===== src/rtl/sio_pkg.sv =====
package sio_pkg;
  localparam int DW = 8;
  localparam int AW = 3;
  localparam int NREG = 1 << AW;

  localparam logic [AW-1:0] OFS_MODE  = 3'd0;
  localparam logic [AW-1:0] OFS_RATE  = 3'd1;
  localparam logic [AW-1:0] OFS_CTRL  = 3'd2;
  localparam logic [AW-1:0] OFS_TXD   = 3'd3;
  localparam logic [AW-1:0] OFS_STAT  = 3'd4;
  localparam logic [AW-1:0] OFS_RXD   = 3'd5;
  localparam logic [AW-1:0] OFS_EXTA  = 3'd6;
  localparam logic [AW-1:0] OFS_EXTB  = 3'd7;

  // control bit positions
  localparam int C_TXIE = 7;
  localparam int C_RXIE = 6;
  localparam int C_TXEN = 5;
  localparam int C_RXEN = 4;
  localparam int C_TEIE = 2;

  localparam logic [DW-1:0] RST_RATE = 8'hFF;
  localparam logic [DW-1:0] RST_TXD  = 8'hFF;
endpackage


===== src/rtl/sio_tx_flags.sv =====
module sio_tx_flags
  import sio_pkg::*;
(
  input  logic          clk,
  input  logic          rst_n,
  input  logic          txie,
  input  logic          teie,
  input  logic          ctrl_wr,
  input  logic          new_txen,
  input  logic          new_txie,
  input  logic          new_teie,
  input  logic          txd_wr,
  input  logic [DW-1:0] wdata,
  input  logic          tx_done,
  output logic [DW-1:0] txd_q,
  output logic          tdre_q,
  output logic          tend_q,
  output logic          tx_start,
  output logic [DW-1:0] tx_byte,
  output logic          irq_tx,
  output logic          irq_tend
);
  logic          n_tdre, n_tend, n_tei, n_start, n_pulse;
  logic [DW-1:0] n_txd, n_byte;

  always_comb begin
    n_tdre  = tdre_q;
    n_tend  = tend_q;
    n_tei   = irq_tend;
    n_txd   = txd_q;
    n_byte  = txd_q;
    n_start = 1'b0;
    n_pulse = 1'b0;
    // character finished: send queued byte or go idle
    if (tx_done) begin
      if (!tdre_q) begin
        n_start = 1'b1;
        n_tend  = 1'b0;
        n_tdre  = 1'b1;
        n_tei   = 1'b0;
        n_pulse = txie;
      end else begin
        n_tend = 1'b1;
        if (teie) n_tei = 1'b1;
      end
    end
    // host writes transmit data: start when idle, else queue
    if (txd_wr) begin
      n_txd = wdata;
      if (n_tend) begin
        n_start = 1'b1;
        n_byte  = wdata;
        n_tend  = 1'b0;
        n_tdre  = 1'b1;
        n_tei   = 1'b0;
        n_pulse = n_pulse | txie;
      end else begin
        n_tdre = 1'b0;
      end
    end
    if (ctrl_wr) begin
      if (new_txen) begin
        n_tdre = 1'b1;
        n_tend = 1'b1;
        if (new_txie) n_pulse = 1'b1;
      end
      if (!new_teie) n_tei = 1'b0;
    end
  end

  always_ff @(posedge clk) begin
    if (!rst_n) begin
      txd_q    <= RST_TXD;
      tdre_q   <= 1'b1;
      tend_q   <= 1'b1;
      tx_start <= 1'b0;
      tx_byte  <= '0;
      irq_tx   <= 1'b0;
      irq_tend <= 1'b0;
    end else begin
      txd_q    <= n_txd;
      tdre_q   <= n_tdre;
      tend_q   <= n_tend;
      tx_start <= n_start;
      tx_byte  <= n_start ? n_byte : tx_byte;
      irq_tx   <= n_pulse;
      irq_tend <= n_tei;
    end
  end

  assert_start_leaves_busy_R6: assert property (@(posedge clk) disable iff (!rst_n)
    tx_start |-> !tend_q);
  assert_tend_irq_has_flag_R7: assert property (@(posedge clk) disable iff (!rst_n)
    irq_tend |-> tend_q);
endmodule


===== src/rtl/sio_rx_flags.sv =====
module sio_rx_flags
  import sio_pkg::*;
(
  input  logic          clk,
  input  logic          rst_n,
  input  logic          rxen,
  input  logic          rxie,
  input  logic          ctrl_wr,
  input  logic          new_rxie,
  input  logic          stat_wr,
  input  logic          stat_rd,
  input  logic          rxd_rd,
  input  logic [2:0]    werr,
  input  logic          wmpbt,
  input  logic          rx_valid,
  input  logic [DW-1:0] rx_byte,
  input  logic          rx_break,
  output logic          rx_ready,
  output logic [DW-1:0] rxd_q,
  output logic          rdrf_q,
  output logic [2:0]    err_q,   // {overrun, framing, parity}
  output logic          mpbt_q,
  output logic          irq_rx,
  output logic          irq_err
);
  logic          accept;
  logic          n_rdrf, n_eri, n_pulse, n_mpbt;
  logic [2:0]    n_err, last_err_q, n_last;
  logic [DW-1:0] n_rxd;

  assign rx_ready = rxen;
  assign accept   = rx_valid & rxen;

  always_comb begin
    n_rdrf  = rdrf_q;
    n_err   = err_q;
    n_eri   = irq_err;
    n_mpbt  = mpbt_q;
    n_rxd   = rxd_q;
    n_last  = last_err_q;
    n_pulse = 1'b0;
    if (rxd_rd)  n_rdrf = 1'b0;
    if (stat_rd) n_last = err_q;
    if (stat_wr) begin
      n_mpbt = wmpbt;
      n_err  = werr;
      if ((last_err_q != 3'b000) && (werr == 3'b000)) n_eri = 1'b0;
    end
    if (accept) begin
      if (n_rdrf) begin
        n_err[2] = 1'b1;
        if (rxie) n_eri = 1'b1;
      end else begin
        n_rxd   = rx_byte;
        n_rdrf  = 1'b1;
        n_pulse = rxie;
      end
    end
    if (rx_break) begin
      n_err[1] = 1'b1;
      if (rxie) n_eri = 1'b1;
    end
    if (ctrl_wr && !new_rxie) n_eri = 1'b0;
  end

  always_ff @(posedge clk) begin
    if (!rst_n) begin
      rxd_q      <= '0;
      rdrf_q     <= 1'b0;
      err_q      <= '0;
      mpbt_q     <= 1'b0;
      last_err_q <= '0;
      irq_rx     <= 1'b0;
      irq_err    <= 1'b0;
    end else begin
      rxd_q      <= n_rxd;
      rdrf_q     <= n_rdrf;
      err_q      <= n_err;
      mpbt_q     <= n_mpbt;
      last_err_q <= n_last;
      irq_rx     <= n_pulse;
      irq_err    <= n_eri;
    end
  end

  assert_overrun_keeps_data_R10: assert property (@(posedge clk) disable iff (!rst_n)
    (accept && rdrf_q && !rxd_rd) |=> ($stable(rxd_q) && err_q[2]));
  assert_read_clears_full_R11: assert property (@(posedge clk) disable iff (!rst_n)
    (rxd_rd && !accept) |=> !rdrf_q);
  assert_rx_pulse_has_data_R13: assert property (@(posedge clk) disable iff (!rst_n)
    irq_rx |-> rdrf_q);
endmodule


===== src/rtl/sio_reg_front.sv =====
module sio_reg_front
  import sio_pkg::*;
(
  input  logic          clk,
  input  logic          rst_n,
  input  logic          host_sel,
  input  logic          host_wr,
  input  logic [AW-1:0] host_addr,
  input  logic [DW-1:0] host_wdata,
  output logic [DW-1:0] host_rdata,
  output logic          tx_start,
  output logic [DW-1:0] tx_byte,
  input  logic          tx_done,
  input  logic          rx_valid,
  output logic          rx_ready,
  input  logic [DW-1:0] rx_byte,
  input  logic          rx_break,
  output logic          irq_rx,
  output logic          irq_tx,
  output logic          irq_tend,
  output logic          irq_err
);
  logic [NREG-1:0] wr_hit, rd_hit;
  logic [DW-1:0]   mode_q, rate_q, ctrl_q, exta_q, extb_q;
  logic [DW-1:0]   txd_q, rxd_q, status;
  logic            tdre_q, tend_q, rdrf_q, mpbt_q, locked;
  logic [2:0]      err_q;

  for (genvar i = 0; i < NREG; i++) begin : g_dec
    assign wr_hit[i] = host_sel &  host_wr & (host_addr == AW'(i));
    assign rd_hit[i] = host_sel & ~host_wr & (host_addr == AW'(i));
  end

  assign locked = ctrl_q[C_TXEN] | ctrl_q[C_RXEN];

  always_ff @(posedge clk) begin
    if (!rst_n) begin
      mode_q <= '0;
      rate_q <= RST_RATE;
      ctrl_q <= '0;
      exta_q <= '0;
      extb_q <= '0;
    end else begin
      if (wr_hit[OFS_MODE] && !locked) mode_q <= host_wdata;
      if (wr_hit[OFS_RATE] && !locked) rate_q <= host_wdata;
      if (wr_hit[OFS_CTRL]) ctrl_q <= host_wdata;
      if (wr_hit[OFS_EXTA]) exta_q <= host_wdata;
      if (wr_hit[OFS_EXTB]) extb_q <= host_wdata;
    end
  end

  sio_tx_flags u_tx (
    .clk      (clk),
    .rst_n    (rst_n),
    .txie     (ctrl_q[C_TXIE]),
    .teie     (ctrl_q[C_TEIE]),
    .ctrl_wr  (wr_hit[OFS_CTRL]),
    .new_txen (host_wdata[C_TXEN]),
    .new_txie (host_wdata[C_TXIE]),
    .new_teie (host_wdata[C_TEIE]),
    .txd_wr   (wr_hit[OFS_TXD]),
    .wdata    (host_wdata),
    .tx_done  (tx_done),
    .txd_q    (txd_q),
    .tdre_q   (tdre_q),
    .tend_q   (tend_q),
    .tx_start (tx_start),
    .tx_byte  (tx_byte),
    .irq_tx   (irq_tx),
    .irq_tend (irq_tend)
  );

  sio_rx_flags u_rx (
    .clk      (clk),
    .rst_n    (rst_n),
    .rxen     (ctrl_q[C_RXEN]),
    .rxie     (ctrl_q[C_RXIE]),
    .ctrl_wr  (wr_hit[OFS_CTRL]),
    .new_rxie (host_wdata[C_RXIE]),
    .stat_wr  (wr_hit[OFS_STAT]),
    .stat_rd  (rd_hit[OFS_STAT]),
    .rxd_rd   (rd_hit[OFS_RXD]),
    .werr     (host_wdata[5:3]),
    .wmpbt    (host_wdata[0]),
    .rx_valid (rx_valid),
    .rx_byte  (rx_byte),
    .rx_break (rx_break),
    .rx_ready (rx_ready),
    .rxd_q    (rxd_q),
    .rdrf_q   (rdrf_q),
    .err_q    (err_q),
    .mpbt_q   (mpbt_q),
    .irq_rx   (irq_rx),
    .irq_err  (irq_err)
  );

  assign status = {tdre_q, rdrf_q, err_q, tend_q, 1'b0, mpbt_q};

  always_comb begin
    unique case (host_addr)
      OFS_MODE: host_rdata = mode_q;
      OFS_RATE: host_rdata = rate_q;
      OFS_CTRL: host_rdata = ctrl_q;
      OFS_TXD:  host_rdata = txd_q;
      OFS_STAT: host_rdata = status;
      OFS_RXD:  host_rdata = rxd_q;
      OFS_EXTA: host_rdata = exta_q;
      default:  host_rdata = extb_q;
    endcase
  end

  assert_mode_locked_R3: assert property (@(posedge clk) disable iff (!rst_n)
    (wr_hit[OFS_MODE] && locked) |=> $stable(mode_q));
  assert_rate_locked_R3: assert property (@(posedge clk) disable iff (!rst_n)
    (wr_hit[OFS_RATE] && locked) |=> $stable(rate_q));
endmodule


===== config.mk =====
export PLATFORM = sky130hd
export DESIGN_NAME = sio_reg_front
export DESIGN_NICKNAME = d
export VERILOG_FILES = /design/src/rtl/sio_pkg.sv /design/src/rtl/sio_tx_flags.sv /design/src/rtl/sio_rx_flags.sv /design/src/rtl/sio_reg_front.sv
export SDC_FILE = /design/constraint.sdc
export NUM_CORES = 1
export LEC_CHECK = 0
export CORE_ASPECT_RATIO = 0.75
export CORE_MARGIN = 3
export CORE_UTILIZATION = 70
export CTS_BUF_LIST = sky130_fd_sc_hd__clkbuf_2
export CTS_CLUSTER_DIAMETER = 80
export DETAILED_ROUTE_END_ITERATION = 10
export DONT_BUFFER_PORTS = 1
export PLACE_DENSITY = 0.85
export SETUP_SLACK_MARGIN = 0.2
export SYNTH_ARGS = -nofsm -noshare
export SYNTH_HDL_FRONTEND = slang
export SYNTH_HIERARCHICAL = 1
export SYNTH_SLANG_ARGS = --single-unit

===== constraint.sdc =====
create_clock -name clk -period 4.44 [get_ports clk]
set_input_delay 1.11 -clock clk [delete_from_list [all_inputs] [get_ports clk]]
set_output_delay 1.11 -clock clk [all_outputs]
set_load 0.005 [all_outputs]

### Word level (Yosys, flattened, before mapping)

Index checks and enable logic that the tools add are counted.

| word-level totals | value |
|---|---|
| bits in registers | 79 |
| bits of input ports | 26 |
| output and inout bits | 22 |
| word-level logic and storage cells | 103 |

| cells by class | value |
|---|---|
| eq/ne operators | 7 |
| muxes and demuxes | 44 |
| bitwise gates (word level) | 18 |
| reductions and logical operators | 13 |

Operator list:

| cell | count |
|---|---|
| case mux 8 bit (7 select lines) | 1 |
| two-way mux 1 bit | 40 |
| two-way mux 8 bit | 2 |
| bitwise AND 1 bit | 12 |
| == test 3 bit (second input constant) | 4 |
| == test 3 x 2 -> 1 bit (second input constant) | 2 |
| logical NOT 3 bit | 2 |
| logical AND 1 bit | 4 |
| NOT 1 bit | 4 |
| == test 3 x 1 -> 1 bit (second input constant) | 1 |
| two-way mux 3 bit | 1 |
| nonzero test 3 bit | 1 |
| OR reduction 3 bit | 1 |
| logical NOT 1 bit | 2 |
| OR 1 bit | 2 |
| AND reduction 2 bit | 1 |
| nonzero test 2 bit | 1 |
| OR reduction 2 bit | 1 |

### Logic depth before layout (Yosys ltp)

| logic depth | value |
|---|---|
| depth in word-level cells | 9 |
| mapped depth | 8 |
| mapped depth without buffers | 5 |

### Hierarchy

Netlist, hierarchy kept.

Modules (own cells, without submodules):

| module | instances | cells an instance | area each (µm²) | seq. area each (µm²) |
|---|---|---|---|---|
| sio_reg_front | 1 | 288 | 2419.8 | 800.8 |
| sio_tx_flags | 1 | 86 | 832.0 | 420.4 |
| sio_rx_flags | 1 | 78 | 747.0 | 360.3 |

### Worst setup path after synthesis

Ideal clock, no wire load.

| timing | value |
|---|---|
| kind | input to output |
| start point | input port host_addr[1] |
| end point | output port host_rdata[2] |
| arrival | 1.928 ns |
| data required time | 3.330 ns |
| path slack | 1.402 ns |
| cell stages on the path | 4 |
| buffers on the path | 2 |
| cells stage by stage | buf_4 buf_2 or3_1 a31oi_1 |

| on the way | value |
|---|---|
| longest elaborated chain between the ends | 2 |
| elaborated cells between the ends (all ways) | 8 |
| those cells by class | eq/ne (6); mux (1); reduce/logical (1) |

Ends and longest elaborated chain:

| what | RTL line | text |
|---|---|---|
| start, declared | sio_reg_front.sv:8 | `input logic [AW-1:0] host_addr,` |
| == test 3 bit, or another cell as far along | sio_reg_front.sv:100 | `unique case (host_addr)` |
| case mux 8 bit (7 select lines) * | sio_reg_front.sv:100 |  |
| end, declared | sio_reg_front.sv:10 | `output logic [DW-1:0] host_rdata,` |

Every way passes the cells marked *; elsewhere a longest branch is shown, timed or not.

### Worst setup path after layout

| timing | value |
|---|---|
| start point | input port host_addr[1] |
| end point | output port host_rdata[0] |

The elaborated chain is that of the path after synthesis.

==> impl_metrics.tcl <==
set metrics [dict create \
    drc 0 \
    power.switching_mw 0.313 \
    synthesis.nets 478 \
    r2r-start "ctrl_q[4]" \
    period_share 0.732 \
    drt_iter0_markers 567 \
    worst_slew_pin_slew_ps 1110 \
    io_buffers 0 \
    hp-start "mode_q[1]" \
    regToRegSetupSlack_ps 2430 \
    crit_start "host_addr[1]" \
    die_width_um 93.3 \
    core_area_um2 5440 \
    status "completed" \
    antenna_found_initial 0 \
    place_hpwl_mm 7.18 \
    start_util 0.735 \
    cp_max_fo 39 \
    n_antenna_cell 0 \
    track_usage 0.322 \
    rr_endpoint "mode_q[2]" \
    syn_area_per_cell_um2 8.85 \
    crit_required_ps 3330 \
    dieArea_um2 6660 \
    syn_inst 452 \
    gp_congestion 0.929 \
    clk_latency_ps 530 \
    cts_tree "done" \
    slew_headroom 0.250 \
    worstHoldPathCells 2 \
    critical_path_buf_inv_count 0 \
    grt_pass1_vias 3141 \
    cts.repair.resized 0 \
    powerDensity_nw_per_um2 303 \
    num_io_pins 48 \
    tns_ps 0 \
    power.internal_mw 0.890 \
    cts_setup_buffers 0 \
    synth-compound-area-share 0.218 \
    fin_nets 449 \
    dr.pass1.iters 6 \
    preCtsSetupSlack_ps 1260 \
    grt_pass1_wl_mm 16.6 \
    synth_cell_type_count 49 \
    drv_slew 0 \
    htreeDepth 3 \
    skew_ps 17.0 \
    synth_area_um2 4000 \
    ys_seq_area_frac 0.395 \
    synth-simple-area-share 0.225 \
    syn2layout_area_growth_pct -0.657 \
    clock-root-buffer "clkbuf_2" \
    worstPathCellList "nor2b_1, a221oi_1, o22ai_1" \
    max-clock-path-buffers 2 \
    postSynth.asyncResetShare 0 \
    grt_setup_unrepaired "no" \
    via_count 3430 \
    fin_util 0.730 \
    finalSetupViolCount 0 \
    hold_ws_ps 495 \
    swShare 0.260 \
    period_needed_ps 3250 \
    overflow 0 \
    leakage_nw 1.33 \
    clock.fmax_mhz 308 \
    max_cap_viol_count 0 \
    share_comb_of_total_power 0.072 \
    ys.flop_type "dfxtp_1" \
    fin_ws_ps 1190 \
    seqPwrFrac 0.604 \
    reg2reg_depth 3 \
    synth_enable_flop_cells 0 \
    cts_made_buffers 9 \
    muxShareOfSynthArea 0.0926 \
    cp_top_family "simple AND/OR/NAND/NOR gates" \
    synth_seq_cells 79 \
    p_clk_frac 0.324 \
    crit_arrival_ps 2140 \
    numClockSinks 79 \
    die_h_um 71.5 \
    startpoint_type "primary input" \
    synth_xor_area_frac 0 \
    drt_wl_total_mm 10.5 \
    viasPerCell 6.82 \
    worstSetupPathType "in -> out" \
    finalHoldViolations 0 \
    critPathMaxStageDelay_ps 540 \
    crit_path_end_kind "output port" \
    drive_gt1_frac 0.0701 \
    synth_top_family_by_area "simple AND/OR/NAND/NOR gates" \
    hold_end "mode_q[1]" \
    ys_warn_count 6 \
    path_clk_slew_ps 200 \
    critPathSlowestCell "nor2b_1" \
    wl_per_cell_um 20.8 \
    rows 23 \
    synth_fa_ha_area_frac 0 \
    ctsHoldBuffers 0 \
    ant_nets 0 \
    grt_max_degree 97 \
    peakVddDrop_v 0.000183 \
    min_path_type "reg -> reg" \
]
==> worst register-to-register path: cells and delay by family, from the launching register on <==
kind	cells	cell delay (ps)
flops	1	450
mux	1	290
simple gates	2	1230
==> power groups by stage <==
stage | Combinational (mW) | Sequential, mW | Clock [mW]
after global placement | 0.0820 | 0.740 | 0
after detailed placement | 0.0847 | 0.740 | 0
after global routing | 0.0930 | 0.728 | 0.428
after CTS | 0.0851 | 0.726 | 0.396
final | 0.0863 | 0.727 | 0.390
after floorplan | 0.0991 | 0.737 | 0
==> how the worst max path moves through the flow <==
stage               slack (ps)  depth (start not counted)            end
floorplan                 1400                          4  host_rdata[2]
global placement          1320                          3  host_rdata[7]
detailed placement        1260                          3  host_rdata[0]
CTS                       1250                          3  host_rdata[0]
global route              1110                          3  host_rdata[0]
finish                    1190                          3  host_rdata[0]
==> cell usage after synthesis, types with 3 or more instances <==
library cell | n | area (um^2)
a221oi_1 | 12 | 105
buf_4 | 9 | 67.6
nor2_1 | 12 | 45.0
and2_1 | 4 | 25.0
nand3_1 | 50 | 250
mux2i_1 | 31 | 310
mux2_2 | 4 | 45.0
a21boi_0 | 17 | 128
buf_6 | 5 | 56.3
nand2b_1 | 4 | 25.0
o22ai_1 | 7 | 43.8
a21oi_1 | 3 | 15.0
clkbuf_1 | 8 | 30.0
and3_1 | 3 | 18.8
nand2_1 | 39 | 146
inv_1 | 8 | 30.0
a21boi_1 | 18 | 135
buf_2 | 16 | 80.1
nor2b_1 | 31 | 194
dfxtp_1 | 79 | 1580
o21ai_1 | 8 | 40.0
o311a_1 | 6 | 60.1
a221o_1 | 8 | 80.1
o211a_1 | 6 | 60.1
nand3b_1 | 7 | 52.6
o21ai_0 | 28 | 140
nor3_1 | 3 | 15.0
==> state kept, by name, summed over array words and instances (netlist names) <==
register         flops
ctrl_q               8
exta_q               8
extb_q               8
mode_q               8
rate_q               8
u_rx/err_q           3
u_rx/irq_err         1
u_rx/irq_rx          1
u_rx/last_err_q      3
u_rx/mpbt_q          1
u_rx/rdrf_q          1
u_rx/rxd_q           8
u_tx/irq_tend        1
u_tx/irq_tx          1
u_tx/tdre_q          1
u_tx/tend_q          1
u_tx/tx_byte         8
u_tx/tx_start        1
u_tx/txd_q           8
==> per-stage QoR <==
stage	total power, mW	instances	cell area [um^2]
floorplan	0.836	452	4000
global placement	0.822	487	3850
detailed placement	0.825	487	3850
CTS	1.21	503	3970
global route	1.25	503	3970
finish	1.20	503	3970
==> area by class of cell <==
class / instances / area, um^2
multi-input combinational: 324 / 2140
timing repair buffer: 1 / 7.51
clock inverter: 7 / 73.8
clock buffer: 9 / 45.0
tap: 75 / 93.8
inverter: 8 / 30.0
sequential: 79 / 1580
fill: 430 / 1470
==> layer usage <==
| metal | GRT usage | vias to the layer above | share of wire |
|---|---|---|---|
| met4 | 0.0780 | 0 | 0.015 |
| li1 | - | 1578 | - |
| met1 | 0.440 | 1614 | 0.42 |
| met5 | 0 | - | 0 |
| met2 | 0.490 | 219 | 0.45 |
| met3 | 0.118 | 19 | 0.11 |
==> logic make-up (layout without fill, tap and decap cells) <==
logic type | Yosys count | after routing
flops | 79 | 79
mux | 36 | 36
buf+inv | 49 | 25
simple gates | 167 | 167
compound gates | 121 | 121
==> cells in the final DEF, fill, tap and decap left out, types with 2 or more instances in the layout <==
cell type / instances
nor2b_1: 31
o21ai_0: 28
o21ai_1: 8
nor4_2: 2
o211a_1: 6
clkinv_4: 2
o311a_1: 6
nand2b_1: 4
nand2_1: 39
nand3_1: 50
a21boi_1: 18
dfxtp_1: 79
a21boi_0: 17
mux2_2: 4
and3_1: 3
nand2b_2: 2
nor3_1: 3
mux2i_1: 31
clkbuf_2: 9
nor2_1: 12
nand3b_1: 7
a221oi_1: 12
inv_1: 8
nor2_2: 2
a221o_1: 8
o22ai_1: 7
and2_1: 4
clkinvlp_4: 3
a21oi_1: 3
(Power assumes the default switching activity.)
